### src/rtl/wreg_pkg.sv
package wreg_pkg;
  typedef enum logic [2:0] {
    SEL_R0 = 3'd0, SEL_R1 = 3'd1, SEL_R2 = 3'd2, SEL_R3 = 3'd3,
    SEL_R4 = 3'd4, SEL_R5 = 3'd5, SEL_MEM = 3'd6, SEL_ACC = 3'd7
  } byte_sel_e;

  typedef enum logic [1:0] {
    PR_01 = 2'd0, PR_23 = 2'd1, PR_45 = 2'd2, PR_SP = 2'd3
  } pair_sel_e;

  localparam int unsigned NUM_GPR   = 6;
  localparam int unsigned NUM_BPAIR = NUM_GPR / 2;
endpackage

### src/rtl/wreg_step.sv
module wreg_step #(
  parameter int unsigned W = 16
) (
  input  logic [W-1:0] val,
  input  logic         dn,
  output logic [W-1:0] res
);
  localparam logic [W-1:0] ONE = {{(W-1){1'b0}}, 1'b1};

  always_comb begin
    if (dn) res = val - ONE;
    else    res = val + ONE;
  end
endmodule

### src/rtl/wreg_pc.sv
module wreg_pc #(
  parameter int unsigned AW = 16
) (
  input  logic          clk,
  input  logic          rst_n,
  input  logic          inc,
  input  logic          load,
  input  logic [AW-1:0] load_val,
  output logic [AW-1:0] pc
);
  logic [AW-1:0] pc_q, pc_d, pc_plus;
  logic          pc_ce;

  wreg_step #(.W(AW)) i_pc_step (.val(pc_q), .dn(1'b0), .res(pc_plus));

  always_comb begin
    pc_ce = load | inc;
    pc_d  = pc_q;
    if (load)     pc_d = load_val;
    else if (inc) pc_d = pc_plus;
  end

  always_ff @(posedge clk or negedge rst_n) begin
    if (!rst_n)     pc_q <= '0;
    else if (pc_ce) pc_q <= pc_d;
  end

  assign pc = pc_q;

  // load has priority over increment
  a_r7_load_wins: assert property (@(posedge clk) disable iff (!rst_n)
    load |=> pc_q == $past(load_val));

  // increment alone adds one with wrap
  a_r7_inc_wraps: assert property (@(posedge clk) disable iff (!rst_n)
    (inc && !load) |=> pc_q == $past(pc_q) + AW'(1));

  // no request holds the counter
  a_r7_hold: assert property (@(posedge clk) disable iff (!rst_n)
    (!inc && !load) |=> $stable(pc_q));
endmodule

### src/rtl/wreg_bank.sv
module wreg_bank
  import wreg_pkg::*;
#(
  parameter int unsigned DW = 8
) (
  input  logic            clk,
  input  logic            rst_n,
  input  logic [2:0]      rd_a_sel,
  output logic [DW-1:0]   rd_a_data,
  input  logic [2:0]      rd_b_sel,
  output logic [DW-1:0]   rd_b_data,
  input  logic            wr_en,
  input  logic [2:0]      wr_sel,
  input  logic [DW-1:0]   wr_data,
  input  logic [1:0]      pair_rd_sel,
  output logic [2*DW-1:0] pair_rd_data,
  input  logic            pair_wr_en,
  input  logic [1:0]      pair_wr_sel,
  input  logic [2*DW-1:0] pair_wr_data,
  input  logic            step_en,
  input  logic [1:0]      step_sel,
  input  logic            step_dn,
  output logic [2*DW-1:0] hl_ptr,
  output logic [2*DW-1:0] sp_out
);
  localparam int unsigned PW = 2 * DW;

  logic [NUM_GPR-1:0][DW-1:0] gpr_q, gpr_d;
  logic [NUM_GPR-1:0]         gpr_we;
  logic [PW-1:0]              sp_q, sp_d;
  logic                       sp_we;
  logic [PW-1:0]              step_src, step_res;

  function automatic logic [PW-1:0] pair_of(
    input logic [NUM_GPR-1:0][DW-1:0] regs,
    input logic [PW-1:0]              sp,
    input logic [1:0]                 sel
  );
    logic [PW-1:0] v;
    v = sp;
    for (int p = 0; p < NUM_BPAIR; p++)
      if (sel == 2'(p)) v = {regs[2*p], regs[2*p+1]};
    return v;
  endfunction

  function automatic logic [DW-1:0] byte_of(
    input logic [NUM_GPR-1:0][DW-1:0] regs,
    input logic [2:0]                 sel
  );
    logic [DW-1:0] v;
    v = '0;
    for (int i = 0; i < NUM_GPR; i++)
      if (sel == 3'(i)) v = regs[i];
    return v;
  endfunction

  always_comb step_src = pair_of(gpr_q, sp_q, step_sel);

  wreg_step #(.W(PW)) i_pair_step (.val(step_src), .dn(step_dn), .res(step_res));

  // Next state: byte write, then step, then pair write (later wins)
  always_comb begin
    gpr_d  = gpr_q;
    gpr_we = '0;
    sp_d   = sp_q;
    sp_we  = 1'b0;
    for (int i = 0; i < NUM_GPR; i++) begin
      if (wr_en && wr_sel == 3'(i)) begin
        gpr_d[i]  = wr_data;
        gpr_we[i] = 1'b1;
      end
    end
    for (int p = 0; p < NUM_BPAIR; p++) begin
      if (step_en && step_sel == 2'(p)) begin
        {gpr_d[2*p], gpr_d[2*p+1]}   = step_res;
        {gpr_we[2*p], gpr_we[2*p+1]} = 2'b11;
      end
      if (pair_wr_en && pair_wr_sel == 2'(p)) begin
        {gpr_d[2*p], gpr_d[2*p+1]}   = pair_wr_data;
        {gpr_we[2*p], gpr_we[2*p+1]} = 2'b11;
      end
    end
    if (step_en && step_sel == PR_SP) begin
      sp_d  = step_res;
      sp_we = 1'b1;
    end
    if (pair_wr_en && pair_wr_sel == PR_SP) begin
      sp_d  = pair_wr_data;
      sp_we = 1'b1;
    end
  end

  for (genvar g = 0; g < NUM_GPR; g++) begin : g_reg
    always_ff @(posedge clk) begin
      if (gpr_we[g]) gpr_q[g] <= gpr_d[g];
    end
  end

  always_ff @(posedge clk) begin
    if (sp_we) sp_q <= sp_d;
  end

  always_comb begin
    rd_a_data    = byte_of(gpr_q, rd_a_sel);
    rd_b_data    = byte_of(gpr_q, rd_b_sel);
    pair_rd_data = pair_of(gpr_q, sp_q, pair_rd_sel);
  end

  assign hl_ptr = {gpr_q[SEL_R4], gpr_q[SEL_R5]};
  assign sp_out = sp_q;

  // a pair write on pair 10 lands high byte in r4, low in r5
  a_r2_pair_order: assert property (@(posedge clk) disable iff (!rst_n)
    (pair_wr_en && pair_wr_sel == PR_45) |=>
      (gpr_q[4] == $past(pair_wr_data[PW-1:DW]) && gpr_q[5] == $past(pair_wr_data[DW-1:0])));

  // codes 110/111 leave all storage alone
  a_r4_no_store: assert property (@(posedge clk) disable iff (!rst_n)
    (wr_en && wr_sel[2:1] == 2'b11 && !pair_wr_en && !step_en) |=>
      ($stable(gpr_q) && $stable(sp_q)));

  // stack pointer increment wraps to zero
  a_r5_sp_wrap: assert property (@(posedge clk) disable iff (!rst_n)
    (step_en && step_sel == PR_SP && !step_dn && !pair_wr_en && sp_q == '1) |=> sp_q == '0);

  // pair write beats a byte write on the same register
  a_r6_pair_beats_byte: assert property (@(posedge clk) disable iff (!rst_n)
    (pair_wr_en && pair_wr_sel == PR_01 && wr_en && wr_sel == SEL_R0) |=>
      gpr_q[0] == $past(pair_wr_data[PW-1:DW]));
endmodule

### src/rtl/wreg_pair_file.sv
module wreg_pair_file
  import wreg_pkg::*;
#(
  parameter int unsigned DW = 8
) (
  input  logic            clk,
  input  logic            rst_n,
  input  logic [2:0]      rd_a_sel,
  output logic [DW-1:0]   rd_a_data,
  output logic            mem_rd_a,
  input  logic [2:0]      rd_b_sel,
  output logic [DW-1:0]   rd_b_data,
  output logic            mem_rd_b,
  input  logic            wr_en,
  input  logic [2:0]      wr_sel,
  input  logic [DW-1:0]   wr_data,
  output logic            mem_wr,
  input  logic [1:0]      pair_rd_sel,
  output logic [2*DW-1:0] pair_rd_data,
  input  logic            pair_wr_en,
  input  logic [1:0]      pair_wr_sel,
  input  logic [2*DW-1:0] pair_wr_data,
  input  logic            pair_step_en,
  input  logic [1:0]      pair_step_sel,
  input  logic            pair_step_dn,
  output logic [2*DW-1:0] hl_ptr,
  output logic [2*DW-1:0] sp_out,
  input  logic            pc_inc,
  input  logic            pc_load,
  input  logic [2*DW-1:0] pc_load_val,
  output logic [2*DW-1:0] pc_out
);
  localparam int unsigned AW = 2 * DW;

  logic [1:0] rst_pipe;
  logic       rst_n_s;

  always_ff @(posedge clk or negedge rst_n) begin
    if (!rst_n) rst_pipe <= '0;
    else        rst_pipe <= {rst_pipe[0], 1'b1};
  end
  assign rst_n_s = rst_pipe[1];

  assign mem_rd_a = (rd_a_sel == SEL_MEM);
  assign mem_rd_b = (rd_b_sel == SEL_MEM);
  assign mem_wr   = wr_en && (wr_sel == SEL_MEM);

  wreg_bank #(.DW(DW)) i_bank (
    .clk          (clk),
    .rst_n        (rst_n_s),
    .rd_a_sel     (rd_a_sel),
    .rd_a_data    (rd_a_data),
    .rd_b_sel     (rd_b_sel),
    .rd_b_data    (rd_b_data),
    .wr_en        (wr_en),
    .wr_sel       (wr_sel),
    .wr_data      (wr_data),
    .pair_rd_sel  (pair_rd_sel),
    .pair_rd_data (pair_rd_data),
    .pair_wr_en   (pair_wr_en),
    .pair_wr_sel  (pair_wr_sel),
    .pair_wr_data (pair_wr_data),
    .step_en      (pair_step_en),
    .step_sel     (pair_step_sel),
    .step_dn      (pair_step_dn),
    .hl_ptr       (hl_ptr),
    .sp_out       (sp_out)
  );

  wreg_pc #(.AW(AW)) i_pc (
    .clk      (clk),
    .rst_n    (rst_n_s),
    .inc      (pc_inc),
    .load     (pc_load),
    .load_val (pc_load_val),
    .pc       (pc_out)
  );

  // while the synchronised reset is active the counter reads zero
  a_r8_pc_reset: assert property (@(posedge clk)
    (rst_n_s == 1'b0 && $past(rst_n_s) == 1'b0 && $past(rst_n) == 1'b0) |-> pc_out == '0);

  // memory pointer tracks pair 10 on the pair read port
  a_r3_hl_match: assert property (@(posedge clk) disable iff (!rst_n_s)
    (pair_rd_sel == PR_45) |-> pair_rd_data == hl_ptr);
endmodule

### config.mk
export PLATFORM = sky130hd
export DESIGN_NAME = wreg_pair_file
export DESIGN_NICKNAME = d
export VERILOG_FILES = /design/src/rtl/wreg_pkg.sv /design/src/rtl/wreg_step.sv /design/src/rtl/wreg_pc.sv /design/src/rtl/wreg_bank.sv /design/src/rtl/wreg_pair_file.sv
export SDC_FILE = /design/constraint.sdc
export NUM_CORES = 1
export LEC_CHECK = 0
export BUFFER_PORTS_ARGS = -buffer_cell sky130_fd_sc_hd__buf_2
export CELL_PAD_IN_SITES_DETAIL_PLACEMENT = 0
export CELL_PAD_IN_SITES_GLOBAL_PLACEMENT = 1
export CORE_ASPECT_RATIO = 1.2
export CORE_MARGIN = 10
export CORE_UTILIZATION = 35
export CTS_CLUSTER_DIAMETER = 80
export DETAILED_ROUTE_END_ITERATION = 6
export GPL_ROUTABILITY_DRIVEN = 0
export PLACE_DENSITY = 0.75
export SLEW_MARGIN = 25
export SYNTH_ARGS = -nofsm -noshare
export SYNTH_HDL_FRONTEND = slang
export SYNTH_SLANG_ARGS = --single-unit
export TNS_END_PERCENT = 5
### constraint.sdc
create_clock -name clk -period 3.57 [get_ports clk]
set_clock_uncertainty 0.05 [all_clocks]
set_input_delay 0.1785 -clock clk [delete_from_list [all_inputs] [get_ports clk]]
set_output_delay 0.1785 -clock clk [all_outputs]
set_load 0.005 [all_outputs]
Word-level counts from Yosys, hierarchy flattened. Cells that the tools add are included.

Add/sub/neg operators: 3. Equality and inequality tests: 26. Muxes and demuxes: 49. Bitwise logic cells: 1. Reduce and logical (&&, ||, !) cells: 37.

Operators with widths (count): $mux W16 (17); $mux W8 (18); $add A16 B1 Y16 const B (2); $eq A3 B3 Y1 const B (9); $eq A3 B2 Y1 const B (6); $reduce_bool A3 Y1 (6); $reduce_and A2 Y1 (8); $sub A16 B1 Y16 const B (1); $logic_and A1 B1 Y1 (15); $mux W2 (6); $eq A2 B2 Y1 const B (5); $eq A3 B1 Y1 const B (3); $logic_not A3 Y1 (3); $mux W1 (8); $eq A2 B1 Y1 const B (3); $logic_not A2 Y1 (3); $reduce_bool A2 Y1 (2); $or A1 B1 Y1 (1).

Bits in registers: 82. Input bits: 63. Output and inout port bits: 83. Logic and storage cells: 125.

Logic depth before layout (Yosys ltp). Gate-level depths: netlist (run 1).

Word-level depth: 8. Gate-level depth with buffers: 11. Gate-level depth less buffers: 9.

By module. Synthesis (run 1) repeated with hierarchy kept, for this count alone.

Cell total of the unflattened synthesis: 715. Area, all modules: 7138.1 sq um.

Modules (own cells, without submodules): wreg_bank (times used 1, cells each 443, area each 4832.1 sq um, sequential area each 1921.8 sq um); wreg_step (times used 2, cells each 98, area each 738.2 sq um, sequential area each 0.0 sq um); wreg_pc (times used 1, cells each 70, area each 748.2 sq um, sequential area each 400.4 sq um); wreg_pair_file (times used 1, cells each 6, area each 81.3 sq um, sequential area each 50.0 sq um).

Worst setup path after synthesis (run 1). Ideal clock, no wire load.

Path kind: input to register. Start point: input pair_step_sel[0]. End point: register i_bank.sp_q[14] (netlist: i_bank.sp_out[14]), data pin. Library setup time: 0.270 ns. Arrival: 2.966 ns. Required time: 3.250 ns. Slack: 0.284 ns. Stages on the path: 11. Buffers on the path: 3. Cells stage by stage: buf_6 > buf_2 > buf_2 > mux4_2 > fa_1 > a211oi_1 > nor3_1 > o311ai_2 > mux2i_1 > o211a_1 > a21oi_1.

Longest elaborated chain between the ends: 8. Elaborated cells between the ends (all ways): 11. Those cells by class: add/sub (2); eq/ne (2); mux (6); reduce/logical (1).

Ends and longest elaborated chain: start: declaration (RTL line wreg_pair_file.sv:24) `input logic [1:0] pair_step_sel,`; $logic_not A2 Y1 (RTL line wreg_bank.sv:42) `if (sel == 2'(p)) v = {regs[2*p], regs[2*p+1]};`; $mux W16 (2 in series) (RTL line wreg_bank.sv:42); $mux W16 * (RTL line wreg_bank.sv:42); $add A16 B1 Y16 / $sub A16 B1 Y16 (equally long branches) (RTL line wreg_step.sv:12, wreg_step.sv:11); $mux W16 * (RTL line wreg_step.sv:11) `if (dn) res = val - ONE;`; $mux W16 * (RTL line wreg_bank.sv:83) `if (step_en && step_sel == PR_SP) begin`; $mux W16 * (RTL line wreg_bank.sv:87) `if (pair_wr_en && pair_wr_sel == PR_SP) begin`; via i_bank.sp_d[14] (RTL line wreg_bank.sv:30) `logic [PW-1:0] sp_q, sp_d;`; end signal: assignment (RTL line wreg_bank.sv:100) `if (sp_we) sp_q <= sp_d;`; end: declaration (RTL line wreg_bank.sv:30).

The timed path passes the listed nets; every way through them passes the cells marked *. The select of a mux whose other input is x is not followed. A chain may end at the register's enable or synchronous reset.

==> run_results.csv, run 1 <==
group,metric,value,unit
synthesis,synth_xor_area_frac,0.0359,
timing,max_freq,303,MHz
setup_path,path_delay_family,"compound AO/OA/AOI/OAI gates",
floorplan,initial_core_util,0.358,
setup_path,critical-path-max-stage-delay,0.51,ns
placed_design,dp_hpwl,19.7,mm
synthesis,synth.area.mux_share,0.187,
cts,cts.path.max_buffers,2,
cts,cts_buffers,9,
grt,overflow,0,
timing,drv_slew,0,
grt,grt_pass1_wl,38.1,mm
synthesis,synth.distinct_cells,56,
setup_path,crit_path_top_delay_cell,"edfxtp_1",
floorplan,dieArea,0.0246,sq mm
detailed_routing,wl_per_cell,23.5,um
detailed_routing,via_per_inst,5.80,
placed_design,numPortBuffers,145,
power_and_ir_drop,leakagePower,3.26,nW
cts,clock_latency,0.35,ns
grt,use_met1,0.234,
setup_path,critPathBufInv,1,
cts,h-tree-depth,3,
layout,stdcell_area,0.00788,sq mm
synthesis,synth_seq_cells,82,
cts,cts_tree,"yes",
setup_path,crit_path_end_kind,"register",
synthesis,synth_area,0.00656,sq mm
synthesis,synth_compound_area_frac,0.171,
floorplan,core_area,0.0183,sq mm
floorplan,row_count,54,
setup_path,critPathRequiredTime,3.59,ns
setup_path,arrival,3.32,ns
cts,ctsHoldBuffers,12,
synthesis,syn_inst,682,
synthesis,async_flop_share,0.220,
timing,finalSetupTns,0,ns
timing,finalCritPeriodShare,0.923,
grt,grt_use_total,0.198,
detailed_routing,drt_wl_total,25.2,mm
detailed_routing,ant_nets,0,
detailed_routing,first_iter_violations,601,
setup_path,crit_fanout,5,
setup_path,crit_top_cell,"mux2i_1",
synthesis,yosysSeqAreaShare,0.362,
detailed_routing,vias,6207,
cts,post_cts_buffers,0,
synthesis,synthFlopType,"edfxtp_1",
timing,setup_violations,0,
floorplan,io_pins,146,
synthesis,syn_avg_cell_area,9.62,sq um
synthesis,ys_warn_count,0,
detailed_routing,drt_pass1_iterations,5,
timing,rsz0062_at_grt,"false",
layout,area_delta_synth_final,20.2,%
synthesis,synthesis.nets,763,
cts,path_clk_slew,0.06,ns
power_and_ir_drop,vdd_drop_max,200,uV
synthesis,synth_top_family_by_area,"multiplexers",
synthesis,netlist_top_cells_area,"edfxtp_1 (29%), mux4_2 (13%), dfrtp_1 (6.9%), nand2_1 (5.8%), mux2i_1 (5.3%)",
run,drv_cap,0,
timing,tightest_slew,1.09,ns
layout,drive_above_1_share,0.282,
synthesis,synth_top_area_share,0.293,
placed_design,dpl_cell_area,0.00746,sq mm
setup_path,startpoint_type,"register",
outcome,status,"complete, no violations",
grt,met3_usage,0.0507,
power_and_ir_drop,p_total,0.00329,W
hold_path,min_path_type,"input pin to register",
power_and_ir_drop,power.density,418,mW/mm^2
setup_path,crit_type,"register to register",
floorplan,die_h,170,um
synthesis,synth-adder-area-share,0.0355,
setup_path,cp_cell_sequence,"mux2i_1 > mux2i_1 > fa_1 > a211oi_1 > buf_4 > nor3_1 > o311ai_2 > mux2i_1 > o211a_1 > a21oi_1",
grt,grtUsageMet2,0.324,
synthesis,synthSimpleGateAreaFrac,0.154,
timing,min_period,3.30,ns
synthesis,synth_edf_count,64,
floorplan,die_x,145,um
cts,cts_sinks,82,
cts,ctsResizeCount,0,
timing,hold_viol,0,
grt,grt_max_degree,33,
synthesis,yosys.area.top_type,"edfxtp_1",
detailed_routing,drc_errors,0,
layout,nets,893,
grt,antenna_found_initial,3,
grt,grt-busiest-layer,"met2",
grt,grt_pass1_vias,6302,
timing,slew_headroom,0.267,
cts,cts_root_buffer,"clkbuf_16",
registers in the layout (all words and copies together), names as in the netlist:
name,count
i_bank.gpr_q,32
i_bank.hl_ptr,16
rst_pipe,2
i_bank.sp_out,16
i_pc.pc,16
report_power, final:
group	switching (W)	leakage (nW)	internal, W
registers	0.000125	0.821	0.00116
logic	0.000605	2.30	0.000457
clock network	0.000404	0.143	0.000541
cell families after synthesis:
logic type / count (synthesis)
flops: 82
other cells: 1
xor+xnor: 26
fa+ha+maj: 18
buf+inv: 74
mux: 74
compound gates: 182
simple gates: 225
worst paths after layout:
kind,cells after the start,end,slack [ns],start
max in group asynchronous,0,i_pc.pc[4]$_DFFE_PN0P_,2.81,rst_pipe[1]$_DFF_PN0_
min in group asynchronous,2,rst_pipe[0]$_DFF_PN0_,0.09,rst_n
min reg2reg,0,i_pc.pc[1]$_DFFE_PN0P_,0.23,rst_pipe[1]$_DFF_PN0_
min,3,i_pc.pc[11]$_DFFE_PN0P_,0.009,pc_load_val[11]
max,10,i_bank.hl_ptr[14]$_DFFE_PP_,0.27,i_bank.hl_ptr[0]$_DFFE_PP_
max reg2reg,10,i_bank.hl_ptr[14]$_DFFE_PP_,0.27,i_bank.hl_ptr[0]$_DFFE_PP_
cells in the mapped netlist (all sizes together) (2+ instances only):
master and number:
inv 17, nand4 8, ha 17, nor3b 2, nor4 3, a21o 7
or3 3, dfrtp 18, a21oi 44, a31oi 9, or2 3, and3b 3
o22ai 11, nor3 4, xor2 17, o21ai 64, o31ai 4, nor2 61
mux4 39, nand3b 4, a22oi 9, nand3 14, o221ai 9, a22o 3
clkbuf 25, o21a 4, a211oi 2, nand2b 5, mux2i 35, and3 7
o21bai 2, nand2 101, xnor2 9, and2 2, o211ai 7, or3b 2
buf 32, nor2b 2, edfxtp 64
worst register-to-register path: cells and delay by family (launching register included):
family	cells	cell delay [ns]
compound gates	4	1.01
fa+ha+maj	1	0.47
buf+inv	1	0.16
flops	1	0.51
mux	3	0.77
simple gates	1	0.07
cell type report:
class | count | area (sq um)
Clock inverter | 7 | 68.8
Antenna cell | 1 | 2.50
Inverter | 17 | 63.8
Timing Repair Buffer | 176 | 988
Multi-Input combinational cell | 526 | 3850
Tap cell | 252 | 315
Fill cell | 1773 | 10400
Clock buffer | 9 | 225
Sequential cell | 82 | 2370
metal layers:
| layer | vias up | wire length (um) |
|---|---|---|
| met5 | - | 34 |
| met2 | 355 | 11900 |
| met3 | 78 | 2190 |
| met1 | 2966 | 9810 |
| met4 | 6 | 1220 |
| li1 | 2802 | - |
cells in the final DEF, fill, tap and decap left out, types with 8 or more instances in the layout:
master and n:
a21oi_1 43, a22oi_1 9, a31oi_1 9, buf_2 145, buf_4 19, clkbuf_16 9, dfrtp_1 18, dlygate4sd3_1 12
edfxtp_1 64, ha_1 17, inv_1 17, mux2i_1 35, mux4_2 39, nand2_1 101, nand3_1 14, nand4_1 8
nor2_1 61, o21ai_0 57, o221ai_1 9, o22ai_1 11, xnor2_1 9, xor2_1 16
through the flow:
stage	utilization	hold slack, ns	instances	setup slack (ns)
CTS	0.430	0.00187	1069	0.352
global placement	0.407	-0.0839	1041	0.352
detailed placement	0.407	-0.0838	1041	0.303
finish	0.431	0.00856	1070	0.274
floorplan	-	-0.167	682	0.284
global route	0.430	0.0250	1069	0.221
No activity file was read; power rests on OpenSTA's default activity.
==> run 2, diff against run 1 <==
--- a/config.mk
+++ b/config.mk
@@ -5,16 +5,15 @@
 export SDC_FILE = /design/constraint.sdc
 export NUM_CORES = 1
 export LEC_CHECK = 0
+export ABC_AREA = 1
 export BUFFER_PORTS_ARGS = -buffer_cell sky130_fd_sc_hd__buf_2
-export CELL_PAD_IN_SITES_DETAIL_PLACEMENT = 0
-export CELL_PAD_IN_SITES_GLOBAL_PLACEMENT = 1
 export CORE_ASPECT_RATIO = 1.2
 export CORE_MARGIN = 10
 export CORE_UTILIZATION = 35
 export CTS_CLUSTER_DIAMETER = 80
 export DETAILED_ROUTE_END_ITERATION = 6
 export GPL_ROUTABILITY_DRIVEN = 0
-export PLACE_DENSITY = 0.75
+export PLACE_DENSITY = 0.61
 export SLEW_MARGIN = 25
 export SYNTH_ARGS = -nofsm -noshare
 export SYNTH_HDL_FRONTEND = slang
==> run_results.csv, run 2 <==
group,metric,value,unit
outcome,status,"complete, no violations",
setup_path,critPathBufInv,4,
grt,grt_max_degree,30,
synthesis,ys_warn_count,0,
timing,finalCritPeriodShare,0.811,
synthesis,syn_inst,865,
synthesis,synth_area,0.00648,sq mm
synthesis,yosys.area.top_type,"edfxtp_1",
timing,rsz0062_at_grt,"false",
hold_path,min_path_type,"input pin to register",
layout,top_register,"i_bank.gpr_q",
detailed_routing,drt_pass1_iterations,7,
cts,cts_sinks,82,
synthesis,syn_avg_cell_area,7.49,sq um
timing,finalSetupTns,0,ns
synthesis,synthesis.nets,946,
timing,max_freq,346,MHz
setup_path,critPathRequiredTime,3.62,ns
power_and_ir_drop,leakagePower,3.43,nW
timing,fin_ws,0.676,ns
synthesis,synth.distinct_cells,48,
synthesis,yosysSeqAreaShare,0.366,
timing,hold_viol,0,
synthesis,synth_most_common_cell,"nand2_1",
layout,nets,1074,
synthesis,synth_edf_count,64,
grt,grt_pass1_vias,7014,
power_and_ir_drop,vdd_drop_max,259,uV
setup_path,rrSetupSlack,0.75,ns
floorplan,core_area,0.0182,sq mm
layout,area_delta_synth_final,19.1,%
floorplan,die_x,144,um
timing,min_period,2.89,ns
detailed_routing,top_layer,"met5",
timing,setup_violations,0,
grt,overflow,0,
run,drv_cap,0,
setup_path,path_delay_family,"buffers and inverters",
cts,path_clk_slew,0.07,ns
floorplan,dieArea,0.0244,sq mm
detailed_routing,ant_nets,0,
setup_path,crit_path_end_kind,"register",
floorplan,die_h,169,um
cts,cts_tree,"yes",
placed_design,numPortBuffers,145,
cts,post_cts_buffers,0,
synthesis,synth-adder-area-share,0.0359,
detailed_routing,met2_wirelength,11.9,mm
layout,fin_util,0.424,
setup_path,crit_path_top_delay_cell,"a211oi_1",
layout,drive_above_1_share,0.225,
timing,slew_headroom,0.425,
synthesis,netlist_top_cells_count,"nand2_1 (147), inv_1 (95), a21oi_1 (90)",
placed_design,dp_hpwl,20.5,mm
setup_path,crit_fanout,17,
setup_path,crit_type,"input pin to register",
detailed_routing,first_iter_violations,746,
layout,largest_reg_flops,32,
detailed_routing,drt_wl_total,26.3,mm
floorplan,initial_core_util,0.356,
grt,grt_use_total,0.209,
synthesis,synth.area.mux_share,0,
cts,cts_root_buffer,"clkbuf_16",
synthesis,synth_compound_area_frac,0.245,
setup_path,critical-path-max-stage-delay,0.39,ns
grt,grt_pass1_wl,40.0,mm
timing,whs,0.00578,ns
detailed_routing,via_per_inst,5.76,
detailed_routing,drc_errors,0,
synthesis,synth_top_area_share,0.297,
power_and_ir_drop,power.density,422,mW/mm^2
detailed_routing,met3_length,3.44,mm
timing,tightest_slew,0.862,ns
grt,antenna_found_initial,7,
setup_path,cp_cell_sequence,"buf_2 > inv_2 > nor2_4 > inv_1 > buf_4 > o21ai_0 > o22ai_1 > ha_1 > a21oi_1 > nor2_1 > a211oi_1 > nand3_1 > nand3_1 > a21oi_2",
layout,final_common_cell,"nand2_1",
synthesis,synth_seq_cells,82,
cts,clock_latency,0.35,ns
synthesis,synth_xor_area_frac,0.0226,
setup_path,crit_top_cell,"nand3_1",
cts,cts.path.max_buffers,2,
cts,h-tree-depth,3,
setup_path,arrival,2.94,ns
layout,final_cell_mix,"nand2_1 (147), buf_2 (145), inv_1 (95)",
floorplan,row_count,54,
floorplan,io_pins,146,
synthesis,synth_top_family_by_area,"compound AO/OA/AOI/OAI gates",
detailed_routing,vias,7054,
detailed_routing,wl_per_cell,21.5,um
synthesis,netlist_top_cells_area,"edfxtp_1 (30%), nand2_1 (8.5%), a21oi_1 (7.0%), dfrtp_1 (7.0%), inv_1 (5.5%)",
placed_design,place_ws,0.332,ns
detailed_routing,wl_met1,10.1,mm
synthesis,synthFlopType,"edfxtp_1",
synthesis,async_flop_share,0.220,
cts,cts_buffers,9,
synthesis,synthSimpleGateAreaFrac,0.236,
setup_path,startpoint_type,"input pin",
timing,drv_slew,0,
==> run 2: cell types whose count changed after synthesis, sizes merged, moves of 9 or more <==
cell    change
nand2      +61
a21oi      +51
buf        -10
inv        +84
o21ai      -17
o22ai      +35
nor2       +23
mux4       -39
nand3      +57
mux2i      -35
a22oi      +15
nor3       +11
o221ai      -9
==> run 2: timing repair <==
| action | CTS | global route |
|---|---|---|
| endpoints found under the hold margin | 3 | 0 |
| resized for setup | 0 | 0 |
| hold buffers | 2 | 0 |
| setup endpoints to repair | 0 | 0 |
==> run 2: cell type report <==
class | instances | area, sq um
clock buffer | 9 | 225
multi-input combinational | 639 | 3520
inverter | 101 | 379
fill | 1860 | 10500
tap | 224 | 280
timing repair buffer | 160 | 843
sequential | 82 | 2370
antenna | 3 | 7.51
clock inverter | 7 | 85.1
==> run 2: per-layer routing <==
| layer | vias to the layer above | global-route usage |
|---|---|---|
| met1 | 3198 | 0.254 |
| met5 | - | 0 |
| li1 | 3301 | - |
| met2 | 487 | 0.340 |
| met4 | 6 | 0.0836 |
| met3 | 62 | 0.0616 |
==> run 2: cells by family after synthesis <==
family,count (synthesis)
adders and majority gates,18
and+or+nand+nor,344
DFF,82
xor gates and xnor gates,15
buffers and inverters,144
other,1
AOI/OAI and AO/OA,261
==> run 2: where the power goes <==
part           total, W  internal, W  switching, W
clock          0.000993     0.000557      0.000436
sequential      0.00126      0.00115      0.000109
combinational   0.00100     0.000362      0.000641
==> run 2: path summary, 6_finish.rpt <==
| kind | from | to | cells after the start |
|---|---|---|---|
| min in group asynchronous | rst_n | rst_pipe[0]$_DFF_PN0_ | 2 |
| setup / recovery | pair_step_sel[1] | i_bank.gpr_q[5]$_DFFE_PP_ | 14 |
| setup reg to reg | i_bank.sp_out[0]$_DFFE_PP_ | i_bank.hl_ptr[4]$_DFFE_PP_ | 14 |
| hold / removal | pc_load_val[0] | i_pc.pc[0]$_DFFE_PN0P_ | 3 |
| max in group asynchronous | rst_pipe[1]$_DFF_PN0_ | i_pc.pc[6]$_DFFE_PN0P_ | 0 |
| hold reg to reg | rst_pipe[1]$_DFF_PN0_ | i_pc.pc[2]$_DFFE_PN0P_ | 0 |
==> run 2: worst min-delay path: stages <==
cell and delay, ns:
buf_2 0.08, nand2_1 0.04, o211ai_1 0.06
==> run 2: through the flow <==
stage | instance area, sq um | power [W] | std cells
CTS | 7700 | 0.00325 | 1222
finish | 7710 | 0.00326 | 1225
global placement | 7360 | 0.00226 | 1204
floorplan | 6480 | 0.00187 | 865
global route | 7710 | 0.00343 | 1224
detailed placement | 7370 | 0.00226 | 1204
==> run 3, diff against run 2 <==
--- a/config.mk
+++ b/config.mk
@@ -5,7 +5,7 @@
 export SDC_FILE = /design/constraint.sdc
 export NUM_CORES = 1
 export LEC_CHECK = 0
-export ABC_AREA = 1
+export ABC_AREA = 0
 export BUFFER_PORTS_ARGS = -buffer_cell sky130_fd_sc_hd__buf_2
 export CORE_ASPECT_RATIO = 1.2
 export CORE_MARGIN = 10
@@ -13,7 +13,7 @@
 export CTS_CLUSTER_DIAMETER = 80
 export DETAILED_ROUTE_END_ITERATION = 6
 export GPL_ROUTABILITY_DRIVEN = 0
-export PLACE_DENSITY = 0.61
+export PLACE_DENSITY = 0.63
 export SLEW_MARGIN = 25
 export SYNTH_ARGS = -nofsm -noshare
 export SYNTH_HDL_FRONTEND = slang
==> constraint.sdc (replaced) <==
create_clock -name clk -period 2.59 [get_ports clk]
set_clock_uncertainty 0.05 [all_clocks]
set_input_delay 0.1295 -clock clk [delete_from_list [all_inputs] [get_ports clk]]
set_output_delay 0.1295 -clock clk [all_outputs]
set_load 0.005 [all_outputs]
==> run_results.csv, run 3 (synthesis gave the netlist of run 1 again) <==
group,metric,value,unit
timing,drv_slew,0,
floorplan,die_h,170,um
cts,cts.path.max_buffers,2,
power_and_ir_drop,p_seq_frac,0.350,
floorplan,core_area,0.0183,sq mm
timing,tightest_slew,0.747,ns
cts,cts_tree,"yes",
power_and_ir_drop,p_clk_frac,0.268,
detailed_routing,drc_errors,0,
grt,overflow,0,
power_and_ir_drop,vdd_drop_max,281,uV
hold_path,min_path_type,"input pin to asynchronous set/reset pin",
power_and_ir_drop,switchingPower,0.00159,W
placed_design,dpl.cell_count,1136,
grt,antenna_found_initial,3,
layout,nets,998,
power_and_ir_drop,power.density,545,mW/mm^2
detailed_routing,vias,6642,
run,drv_cap,0,
placed_design,dp_hpwl,19.9,mm
grt,grt_pass1_vias,6668,
timing,min_period,2.90,ns
setup_path,arrival,2.93,ns
timing,max_freq,345,MHz
setup_path,startpoint_type,"register",
timing,hold_viol,0,
layout,drive_above_1_share,0.370,
timing,finalCritPeriodShare,1.12,
detailed_routing,drt_pass1_iterations,5,
cts,cts_buffers,9,
floorplan,io_pins,146,
setup_path,crit_fanout,4,
power_and_ir_drop,leakagePower,3.81,nW
layout,area_delta_synth_final,34.9,%
grt,grt_use_total,0.208,
layout,fin_util,0.483,
timing,rsz0062_at_grt,"true",
floorplan,initial_core_util,0.358,
setup_path,crit_path_end_kind,"register",
outcome,status,"complete, but fails checks",
grt,grt_pass1_wl,39.6,mm
detailed_routing,drt_wl_total,26.3,mm
power_and_ir_drop,p_total,0.00482,W
floorplan,dieArea,0.0246,sq mm
floorplan,row_count,54,
detailed_routing,via_per_inst,5.66,
floorplan,die_x,145,um
cts,path_clk_slew,0.06,ns
timing,setup_violations,35,
detailed_routing,first_iter_violations,635,
timing,slew_headroom,0.500,
setup_path,cp-startpoint,"i_bank.sp_out[1]$_DFFE_PP_",
layout,n_fill_cell,1698,
timing,finalSetupTns,-6.49,ns
setup_path,crit_type,"register to register",
setup_path,r2r-start,"i_bank.sp_out[1]$_DFFE_PP_",
layout,final_common_cell,"buf_2",
setup_path,critPathRequiredTime,2.63,ns
layout,final_cell_mix,"buf_2 (145), buf_4 (113), nand2_1 (101)",
grt,grt_max_degree,33,
layout,largest_reg_flops,32,
outcome,violations,"setup timing",
power_and_ir_drop,switching_share,0.329,
power_and_ir_drop,p_int,0.00324,W
cts,h-tree-depth,3,
timing,fin_ws,-0.306,ns
layout,top_register,"i_bank.gpr_q",
layout,antenna_cells,0,
detailed_routing,ant_nets,0,
cts,cts_root_buffer,"clkbuf_16",
cts,clock_latency,0.35,ns
power_and_ir_drop,pwr-share-comb,0.383,
detailed_routing,wl_per_cell,22.4,um
placed_design,place_ws,-0.496,ns
placed_design,numPortBuffers,145,
layout,final_cells,1174,
cts,cts_sinks,82,
==> run 3: cell types whose count changed in the layout (fill, tap and decap cells not counted), moves of 39 or more <==
cell / before / now
a21oi_1: 90 / 41
buf_4: 13 / 113
inv_1: 95 / 17
mux4_2: 0 / 39
nand2_1: 147 / 101
nand3_1: 69 / 13
==> run 3: power by group through the flow <==
stage          clock network (W)  registers (W)  logic (W)
3_3_place_gp                   0        0.00171    0.00169
6_report                 0.00129        0.00169    0.00185
5_1_grt                  0.00135        0.00170    0.00200
4_1_cts                  0.00130        0.00169    0.00180
3_5_place_dp                   0        0.00171    0.00171
2_1_floorplan                  0        0.00172   0.000941
==> run 3: final cells by class <==
| class | count | area, sq um | area share |
|---|---|---|---|
| flip-flops and latches | 82 | 2370 | 0.268 |
| multi-input cells | 526 | 3950 | 0.446 |
| clock buffers | 15 | 290 | 0.0328 |
| clock inverters | 1 | 5.00 | 0.000566 |
| repair buffers | 281 | 1860 | 0.210 |
| well taps | 252 | 315 | 0.0356 |
| inverters | 17 | 63.8 | 0.00721 |
==> run 3: repair_timing <==
item,in CTS,in global routing
gates resized for setup,15,7
hold endpoints to repair,18,0
endpoints found under the setup margin,39,47
setup buffers,3,2
hold buffers,17,0
pin swaps,8,13
==> run 3: critical path, stage by stage (launching register included) <==
cell and delay, ns:
edfxtp_1 0.40, mux4_2 0.51, fa_2 0.39, a211oi_4 0.26
nor3_2 0.09, o311ai_2 0.25, buf_4 0.18, mux2i_1 0.18
o211a_1 0.23, a21oi_1 0.09
==> run 3: through the flow <==
step	area, sq um	hold slack (ns)
after floorplan	6590	-0.216
after detailed placement	8230	-0.132
final	8850	0.0419
after global placement	8230	-0.130
after CTS	8800	0.0374
after global routing	8850	0.0428
==> run 3: layer usage <==
| metal | part of all wire | wire length, um | GRT usage | up-vias |
|---|---|---|---|---|
| met1 | 0.38 | 10000 | 0.245 | 3160 |
| met3 | 0.096 | 2540 | 0.0547 | 66 |
| met5 | 0.00080 | 21 | 0 | - |
| met2 | 0.48 | 12600 | 0.348 | 393 |
| met4 | 0.045 | 1180 | 0.0996 | 4 |
| li1 | - | - | - | 3019 |
==> run 3: worst paths after layout <==
check,end,depth (start not counted),slack [ns]
max reg2reg,i_bank.gpr_q[6]$_DFFE_PP_,9,-0.31
max in group asynchronous,i_pc.pc[14]$_DFFE_PN0P_,0,1.84
min in group clk,i_bank.sp_out[3]$_DFFE_PP_,3,0.04
min reg2reg,i_pc.pc[4]$_DFFE_PN0P_,0,0.22
max,i_bank.gpr_q[6]$_DFFE_PP_,9,-0.31
min,rst_pipe[0]$_DFF_PN0_,2,0.04
